<file path="config.mk">
export PLATFORM = sky130hd
export DESIGN_NAME = dsp_sat_unit
export DESIGN_NICKNAME = d
export VERILOG_FILES = /design/src/rtl/dsp_sat_pkg.sv /design/src/rtl/dsp_sat_addsub.sv /design/src/rtl/dsp_sat_mul.sv /design/src/rtl/dsp_sat_acc.sv /design/src/rtl/dsp_sat_unit.sv
export SDC_FILE = /design/constraint.sdc
export NUM_CORES = 2
export LEC_CHECK = 0
export ABC_AREA = 1
export BUFFER_PORTS_ARGS = -buffer_cell sky130_fd_sc_hd__buf_4
export CELL_PAD_IN_SITES_DETAIL_PLACEMENT = 1
export CELL_PAD_IN_SITES_GLOBAL_PLACEMENT = 2
export CORE_MARGIN = 4
export CORE_UTILIZATION = 38
export DETAILED_ROUTE_END_ITERATION = 8
export MAX_ROUTING_LAYER = met4
export PLACE_DENSITY_LB_ADDON = 0.25
export SLEW_MARGIN = 20
export SYNTH_ARGS = -nofsm -noshare
export SYNTH_HDL_FRONTEND = slang
export SYNTH_SLANG_ARGS = --single-unit
</file>
<file path="constraint.sdc">
create_clock -name clk -period 13.7 [get_ports clk]
set_clock_uncertainty 0.15 [all_clocks]
set_input_delay 2.74 -clock clk [delete_from_list [all_inputs] [get_ports clk]]
set_output_delay 2.74 -clock clk [all_outputs]
set_load 0.02 [all_outputs]
</file>
<file path="src/rtl/dsp_sat_pkg.sv">
package dsp_sat_pkg;
    localparam int OPW = 4;

    typedef enum logic [OPW-1:0] {
        OP_QADD  = 4'd0,
        OP_QSUB  = 4'd1,
        OP_QDADD = 4'd2,
        OP_QDSUB = 4'd3,
        OP_MUL16 = 4'd4,
        OP_MAC16 = 4'd5,
        OP_MULW  = 4'd6,
        OP_MACW  = 4'd7,
        OP_MACL  = 4'd8
    } dsp_op_e;
endpackage

</file>
<file path="src/rtl/dsp_sat_addsub.sv">
module dsp_sat_addsub #(
    parameter int DW = 32
) (
    input  logic [DW-1:0] a,
    input  logic [DW-1:0] b,
    input  logic          sub,
    input  logic          dbl,
    output logic [DW-1:0] res,
    output logic          ovf
);
    localparam logic [DW-1:0] MAXV = {1'b0, {(DW-1){1'b1}}};
    localparam logic [DW-1:0] MINV = {1'b1, {(DW-1){1'b0}}};

    logic [DW:0]   dsum;
    logic [DW:0]   tot;
    logic [DW-1:0] dop;
    logic          d_ovf;
    logic          t_ovf;

    always_comb begin
        dsum  = {b[DW-1], b} + {b[DW-1], b};
        d_ovf = dbl && (dsum[DW] != dsum[DW-1]);
        if (!dbl)
            dop = b;
        else if (d_ovf)
            dop = b[DW-1] ? MINV : MAXV;
        else
            dop = dsum[DW-1:0];

        if (sub)
            tot = {a[DW-1], a} - {dop[DW-1], dop};
        else
            tot = {a[DW-1], a} + {dop[DW-1], dop};
        t_ovf = (tot[DW] != tot[DW-1]);
        res   = t_ovf ? (tot[DW] ? MINV : MAXV) : tot[DW-1:0];
        ovf   = d_ovf | t_ovf;
    end
endmodule

</file>
<file path="src/rtl/dsp_sat_mul.sv">
module dsp_sat_mul #(
    parameter int DW = 32
) (
    input  logic [DW-1:0] a,
    input  logic [DW-1:0] b,
    input  logic          sel_a,
    input  logic          sel_b,
    output logic [DW-1:0] p_hh,
    output logic [DW-1:0] p_wh
);
    localparam int HW = DW / 2;
    localparam int PW = DW + HW;

    logic signed [HW-1:0] ha;
    logic signed [HW-1:0] hb;
    logic signed [DW-1:0] php;
    logic signed [PW-1:0] pw;

    always_comb begin
        ha   = sel_a ? a[DW-1:HW] : a[HW-1:0];
        hb   = sel_b ? b[DW-1:HW] : b[HW-1:0];
        php  = ha * hb;
        pw   = $signed(a) * hb;
        p_hh = php;
        p_wh = DW'(pw >>> HW);
    end
endmodule

</file>
<file path="src/rtl/dsp_sat_acc.sv">
module dsp_sat_acc #(
    parameter int DW = 32
) (
    input  logic [DW-1:0] p_hh,
    input  logic [DW-1:0] p_wh,
    input  logic [DW-1:0] c,
    input  logic [DW-1:0] d,
    output logic [DW-1:0] mac16_res,
    output logic          mac16_ovf,
    output logic [DW-1:0] macw_res,
    output logic          macw_ovf,
    output logic [DW-1:0] long_lo,
    output logic [DW-1:0] long_hi
);
    localparam int LW = 2 * DW;

    logic [DW:0]   s16;
    logic [DW:0]   sw;
    logic [LW-1:0] sl;

    always_comb begin
        s16       = {p_hh[DW-1], p_hh} + {c[DW-1], c};
        sw        = {p_wh[DW-1], p_wh} + {c[DW-1], c};
        sl        = {d, c} + {{DW{p_hh[DW-1]}}, p_hh};
        mac16_res = s16[DW-1:0];
        mac16_ovf = s16[DW] ^ s16[DW-1];
        macw_res  = sw[DW-1:0];
        macw_ovf  = sw[DW] ^ sw[DW-1];
        long_lo   = sl[DW-1:0];
        long_hi   = sl[LW-1:DW];
    end
endmodule

</file>
<file path="src/rtl/dsp_sat_unit.sv">
module dsp_sat_unit
    import dsp_sat_pkg::*;
#(
    parameter int DW = 32
) (
    input  logic          clk,
    input  logic          rst,
    input  logic          in_valid,
    input  logic [3:0]    op,
    input  logic          sel_a,
    input  logic          sel_b,
    input  logic [DW-1:0] opnd_a,
    input  logic [DW-1:0] opnd_b,
    input  logic [DW-1:0] opnd_c,
    input  logic [DW-1:0] opnd_d,
    input  logic          sat_clr,
    output logic          out_valid,
    output logic [DW-1:0] res_lo,
    output logic [DW-1:0] res_hi,
    output logic          sat_flag
);
    dsp_op_e       op_e;
    logic          as_sub;
    logic          as_dbl;
    logic [DW-1:0] as_res;
    logic          as_ovf;
    logic [DW-1:0] p_hh;
    logic [DW-1:0] p_wh;
    logic [DW-1:0] mac16_res;
    logic          mac16_ovf;
    logic [DW-1:0] macw_res;
    logic          macw_ovf;
    logic [DW-1:0] long_lo;
    logic [DW-1:0] long_hi;
    logic [DW-1:0] nxt_lo;
    logic [DW-1:0] nxt_hi;
    logic          nxt_ev;

    always_comb begin
        op_e   = dsp_op_e'(op);
        as_sub = (op_e == OP_QSUB) || (op_e == OP_QDSUB);
        as_dbl = (op_e == OP_QDADD) || (op_e == OP_QDSUB);
    end

    dsp_sat_addsub #(.DW(DW)) u_addsub (
        .a   (opnd_a),
        .b   (opnd_b),
        .sub (as_sub),
        .dbl (as_dbl),
        .res (as_res),
        .ovf (as_ovf)
    );

    dsp_sat_mul #(.DW(DW)) u_mul (
        .a     (opnd_a),
        .b     (opnd_b),
        .sel_a (sel_a),
        .sel_b (sel_b),
        .p_hh  (p_hh),
        .p_wh  (p_wh)
    );

    dsp_sat_acc #(.DW(DW)) u_acc (
        .p_hh      (p_hh),
        .p_wh      (p_wh),
        .c         (opnd_c),
        .d         (opnd_d),
        .mac16_res (mac16_res),
        .mac16_ovf (mac16_ovf),
        .macw_res  (macw_res),
        .macw_ovf  (macw_ovf),
        .long_lo   (long_lo),
        .long_hi   (long_hi)
    );

    // Result select
    always_comb begin
        nxt_lo = '0;
        nxt_hi = '0;
        nxt_ev = 1'b0;
        case (op_e)
            OP_QADD, OP_QSUB, OP_QDADD, OP_QDSUB: begin
                nxt_lo = as_res;
                nxt_ev = as_ovf;
            end
            OP_MUL16: nxt_lo = p_hh;
            OP_MAC16: begin
                nxt_lo = mac16_res;
                nxt_ev = mac16_ovf;
            end
            OP_MULW:  nxt_lo = p_wh;
            OP_MACW: begin
                nxt_lo = macw_res;
                nxt_ev = macw_ovf;
            end
            OP_MACL: begin
                nxt_lo = long_lo;
                nxt_hi = long_hi;
            end
            default: begin
                nxt_lo = '0;
                nxt_hi = '0;
                nxt_ev = 1'b0;
            end
        endcase
    end

    // Result registers
    always_ff @(posedge clk) begin
        if (rst) begin
            out_valid <= 1'b0;
            res_lo    <= '0;
            res_hi    <= '0;
        end else begin
            out_valid <= in_valid;
            if (in_valid) begin
                res_lo <= nxt_lo;
                res_hi <= nxt_hi;
            end
        end
    end

    // Sticky flag: a new event wins over a clear
    always_ff @(posedge clk) begin
        if (rst)
            sat_flag <= 1'b0;
        else
            sat_flag <= (sat_flag & ~sat_clr) | (in_valid & nxt_ev);
    end
endmodule

</file>
==> qor.log <==
INFO  outcome        outcome=finished clean
INFO  min_path       hold_start=res_hi[6]
INFO  setup_path     worst_r2r_startpoint=res_lo[29]
INFO  setup_path     startpoint_type=input pin
INFO  floorplan      floorplan.initialDensity=38.5%
INFO  synthesis      synthesis.nets=7,003
INFO  clock_tree     cts_tree=built
INFO  clock_tree     tritoncts_num_sinks=66
INFO  final_layout   area_growth_from_synthesis_to_layout=9.31%
INFO  floorplan      fp-row-count=119
INFO  routing        antenna_violating_nets_post_route=0
INFO  min_path       worst_hold_path_type=flop to flop
INFO  floorplan      core_area=106,000um^2
INFO  floorplan      die_height=335um
INFO  clock_tree     cts-buffers-inserted=9
INFO  setup_path     timing.critical_path.slowest_cell_delay=0.82ns
INFO  clock_tree     postCtsSetupBuffers=0
INFO  placed_design  dp.final_hpwl=150,000um
INFO  timing         rsz_0062_raised_after_global_routing=no
INFO  synthesis      avgSynthCellArea=7.04um^2
INFO  setup_path     path_common_cell=sky130_fd_sc_hd__nand2_1
INFO  global_route   gr-usage-all-layers=32.4%
INFO  setup_path     slowest_stage=sky130_fd_sc_hd__a211oi_1
INFO  routing        detail_route.wl_per_cell=23.8um
INFO  synthesis      synth.yosys.seq_area_share=3.24%
INFO  clock_tree     clk_root_buffer_cell=sky130_fd_sc_hd__clkbuf_16
INFO  timing         slew_headroom=16.4%
INFO  final_layout   layout.cell_area.non_filler=44,500um^2
INFO  job            timing.max_cap.violations=0
INFO  timing         hold_violations=0
INFO  timing         tightest_slew=1.25ns
INFO  setup_path     worstPathArrival=13.30ns
INFO  setup_path     critPathBufInv=7
INFO  floorplan      fp.dieW=335um
INFO  final_layout   layout.core_utilization=42.1%
INFO  global_route   grt_antenna_before_repair=7
INFO  routing        remaining_drc_errors=0
INFO  setup_path     critical_path.top_delay_family=adder cells
INFO  floorplan      die_area=113,000um^2
INFO  routing        drt_pass_1_iters=5
INFO  setup_path     endpoint_kind=flop
INFO  global_route   globalRoute.totalOverflow=0
INFO  setup_path     setup.worst_path.class=input pin to flop
INFO  floorplan      io-pin-count=204
INFO  timing         fin_crit=13.23ns
INFO  timing         tns_setup=0ns
INFO  synthesis      cell_variety_after_synth=56
INFO  clock_tree     cts_resized=0
INFO  clock_tree     cts_buffer_depth=2
INFO  setup_path     cp-startpoint=sel_b
INFO  clock_tree     worst_skew_pair.late_latency=0.37ns
INFO  setup_path     timing.critical_path.fanout_max=17
INFO  global_route   grt_pass1_wl=266,000um
INFO  synthesis      yosys_warnings=0
INFO  final_layout   drive_gt1_share=6.64%
INFO  clock_tree     cts-hold-fix-buffers=0
INFO  global_route   grt_pass1_vias=42,582
INFO  global_route   pin_count_of_the_biggest_net_entering_global_routing=67
INFO  placed_design  finalWeightedCongestion=1.02
INFO  final_layout   fillers=13,531
INFO  final_layout   final_nets=7,157
INFO  timing         fin_crit_sh=96.6%
INFO  setup_path     critPathRequiredTime=13.77ns
INFO  clock_tree     clkSlewWorstSetupHoldPaths=0.06ns
INFO  timing         report.final.slew_viol_count=0
INFO  routing        total_vias_in_the_final_route=39,013
INFO  timing         max_freq=75.6MHz
INFO  clock_tree     clock_tree.htree_level_count=3
INFO  placed_design  detailed_place.area=44,200um^2
INFO  synthesis      synthCells=5,792
INFO  synthesis      synth.cell_area=40,800um^2
INFO  routing        route.final.wire_length=175,000um
INFO  placed_design  placement.io_buffers=203
INFO  routing        route.detailed.vias_per_inst=5.31
INFO  timing         report.final.setup_viol=0
INFO  routing        drt_iter0_markers=2,437
INFO  synthesis      synthesis_stage_register_bit_count=66
-- cell usage in the layout, fill, tap and decap left out, types with 66 or more instances in the layout --
| cell type | synthesis | routed |
|---|---|---|
| sky130_fd_sc_hd__a21oi_1 | 369 | 369 |
| sky130_fd_sc_hd__buf_4 | 2 | 297 |
| sky130_fd_sc_hd__dfxtp_1 | 66 | 66 |
| sky130_fd_sc_hd__fa_1 | 750 | 750 |
| sky130_fd_sc_hd__ha_1 | 323 | 323 |
| sky130_fd_sc_hd__inv_1 | 1296 | 1295 |
| sky130_fd_sc_hd__nand2_1 | 1258 | 1258 |
| sky130_fd_sc_hd__nand3_1 | 171 | 171 |
| sky130_fd_sc_hd__nor2_1 | 679 | 678 |
| sky130_fd_sc_hd__o21ai_0 | 197 | 191 |
| sky130_fd_sc_hd__xor2_1 | 75 | 74 |
-- cell type report --
cell class                 instances  area [um^2]  area share, %
multi-input combinational       4252        33900           76.1
inverter                        1317         4940           11.1
timing repair buffer             300         2290           5.14
tap                             1391         1740           3.91
sequential                        66         1320           2.97
clock buffer                      10          239          0.536
clock inverter                     6         96.3          0.216
antenna                           10         25.0         0.0562
-- metrics by stage --
| stage | setup WS [ns] | cells | hold slack [ns] |
|---|---|---|---|
| after floorplan | 2.07 | 5792 | 0.390 |
| after global placement | 0.219 | 7326 | 0.304 |
| after detailed placement | 0.394 | 7326 | 0.309 |
| after CTS | 0.737 | 7342 | 0.319 |
| after global routing | 0.0276 | 7350 | 0.330 |
| final | 0.466 | 7352 | 0.316 |
-- cells in the mapped netlist (all sizes together) --
library cell     n  area (um^2)
a21o            26          195
nor4            13         81.3
a31oi           33          206
nor2b            1         6.26
nand3          180          968
o211ai          11         97.6
xnor2           64          561
nand3b          15          113
or2             32          200
ha             323         4040
nand4           24          150
a21oi          370         1860
and2             8         50.1
o21bai          26          195
nor2           688         2630
o311ai           4         35.0
dfxtp           66         1320
o21a            15          113
buf             29          173
xor2            75          657
a221oi          11         96.3
a211oi          10         75.1
o22ai            3         18.8
nand2         1266         4790
o31ai            5         37.5
a21boi          32          240
inv           1301         4880
and3             5         31.3
o21ai          216         1080
a22oi            1         12.5
clkbuf         128          480
nor3b            1         7.51
o211a            3         30.0
a2111oi          2         17.5
o2111ai          1         8.76
o41ai            1         8.76
o221ai           3         26.3
nor3            34          185
fa             750        15000
clkinv          16         60.1
-- path summary, 6_finish.rpt --
path	end	slack (ns)	cells after the start
min	res_hi[6]	0.32	2
max reg2reg	res_lo[29]	12.75	2
min reg2reg	res_hi[6]	0.32	2
max	res_lo[14]	0.47	36
-- worst reg2reg max path, stage by stage (launching register included) --
cell                      delay, ns
sky130_fd_sc_hd__dfxtp_1       0.47
sky130_fd_sc_hd__nand2_1       0.09
sky130_fd_sc_hd__a21oi_1       0.17
-- kinds of logic (layout without fill, tap and decap cells) --
group	after synthesis	count (layout)	synth area share, %
and+or+nand+nor	2267	2267	22.6
adders and majority gates	1073	1073	46.8
other	0	10	0
DFF	66	66	3.24
xor gates and xnor gates	139	139	2.99
buffers and inverters	1474	1633	13.7
AOI/OAI and AO/OA	773	773	10.7
-- routing by layer --
metal  vias up  GRT usage, %  share of wire [%]
met4         0          8.67                3.2
li1      17844             -                  -
met5         -             -                  0
met1     19876          43.4                 45
met2      1090          52.6                 46
met3       203          3.21                5.3
-- sequential cells by signal, indices dropped and copies added, names as in the netlist --
signal	cells
out_valid	1
res_lo	32
sat_flag	1
res_hi	32
Power is not shown: default switching activity piles up to over one toggle a cycle in this logic, so the estimate is an artifact.
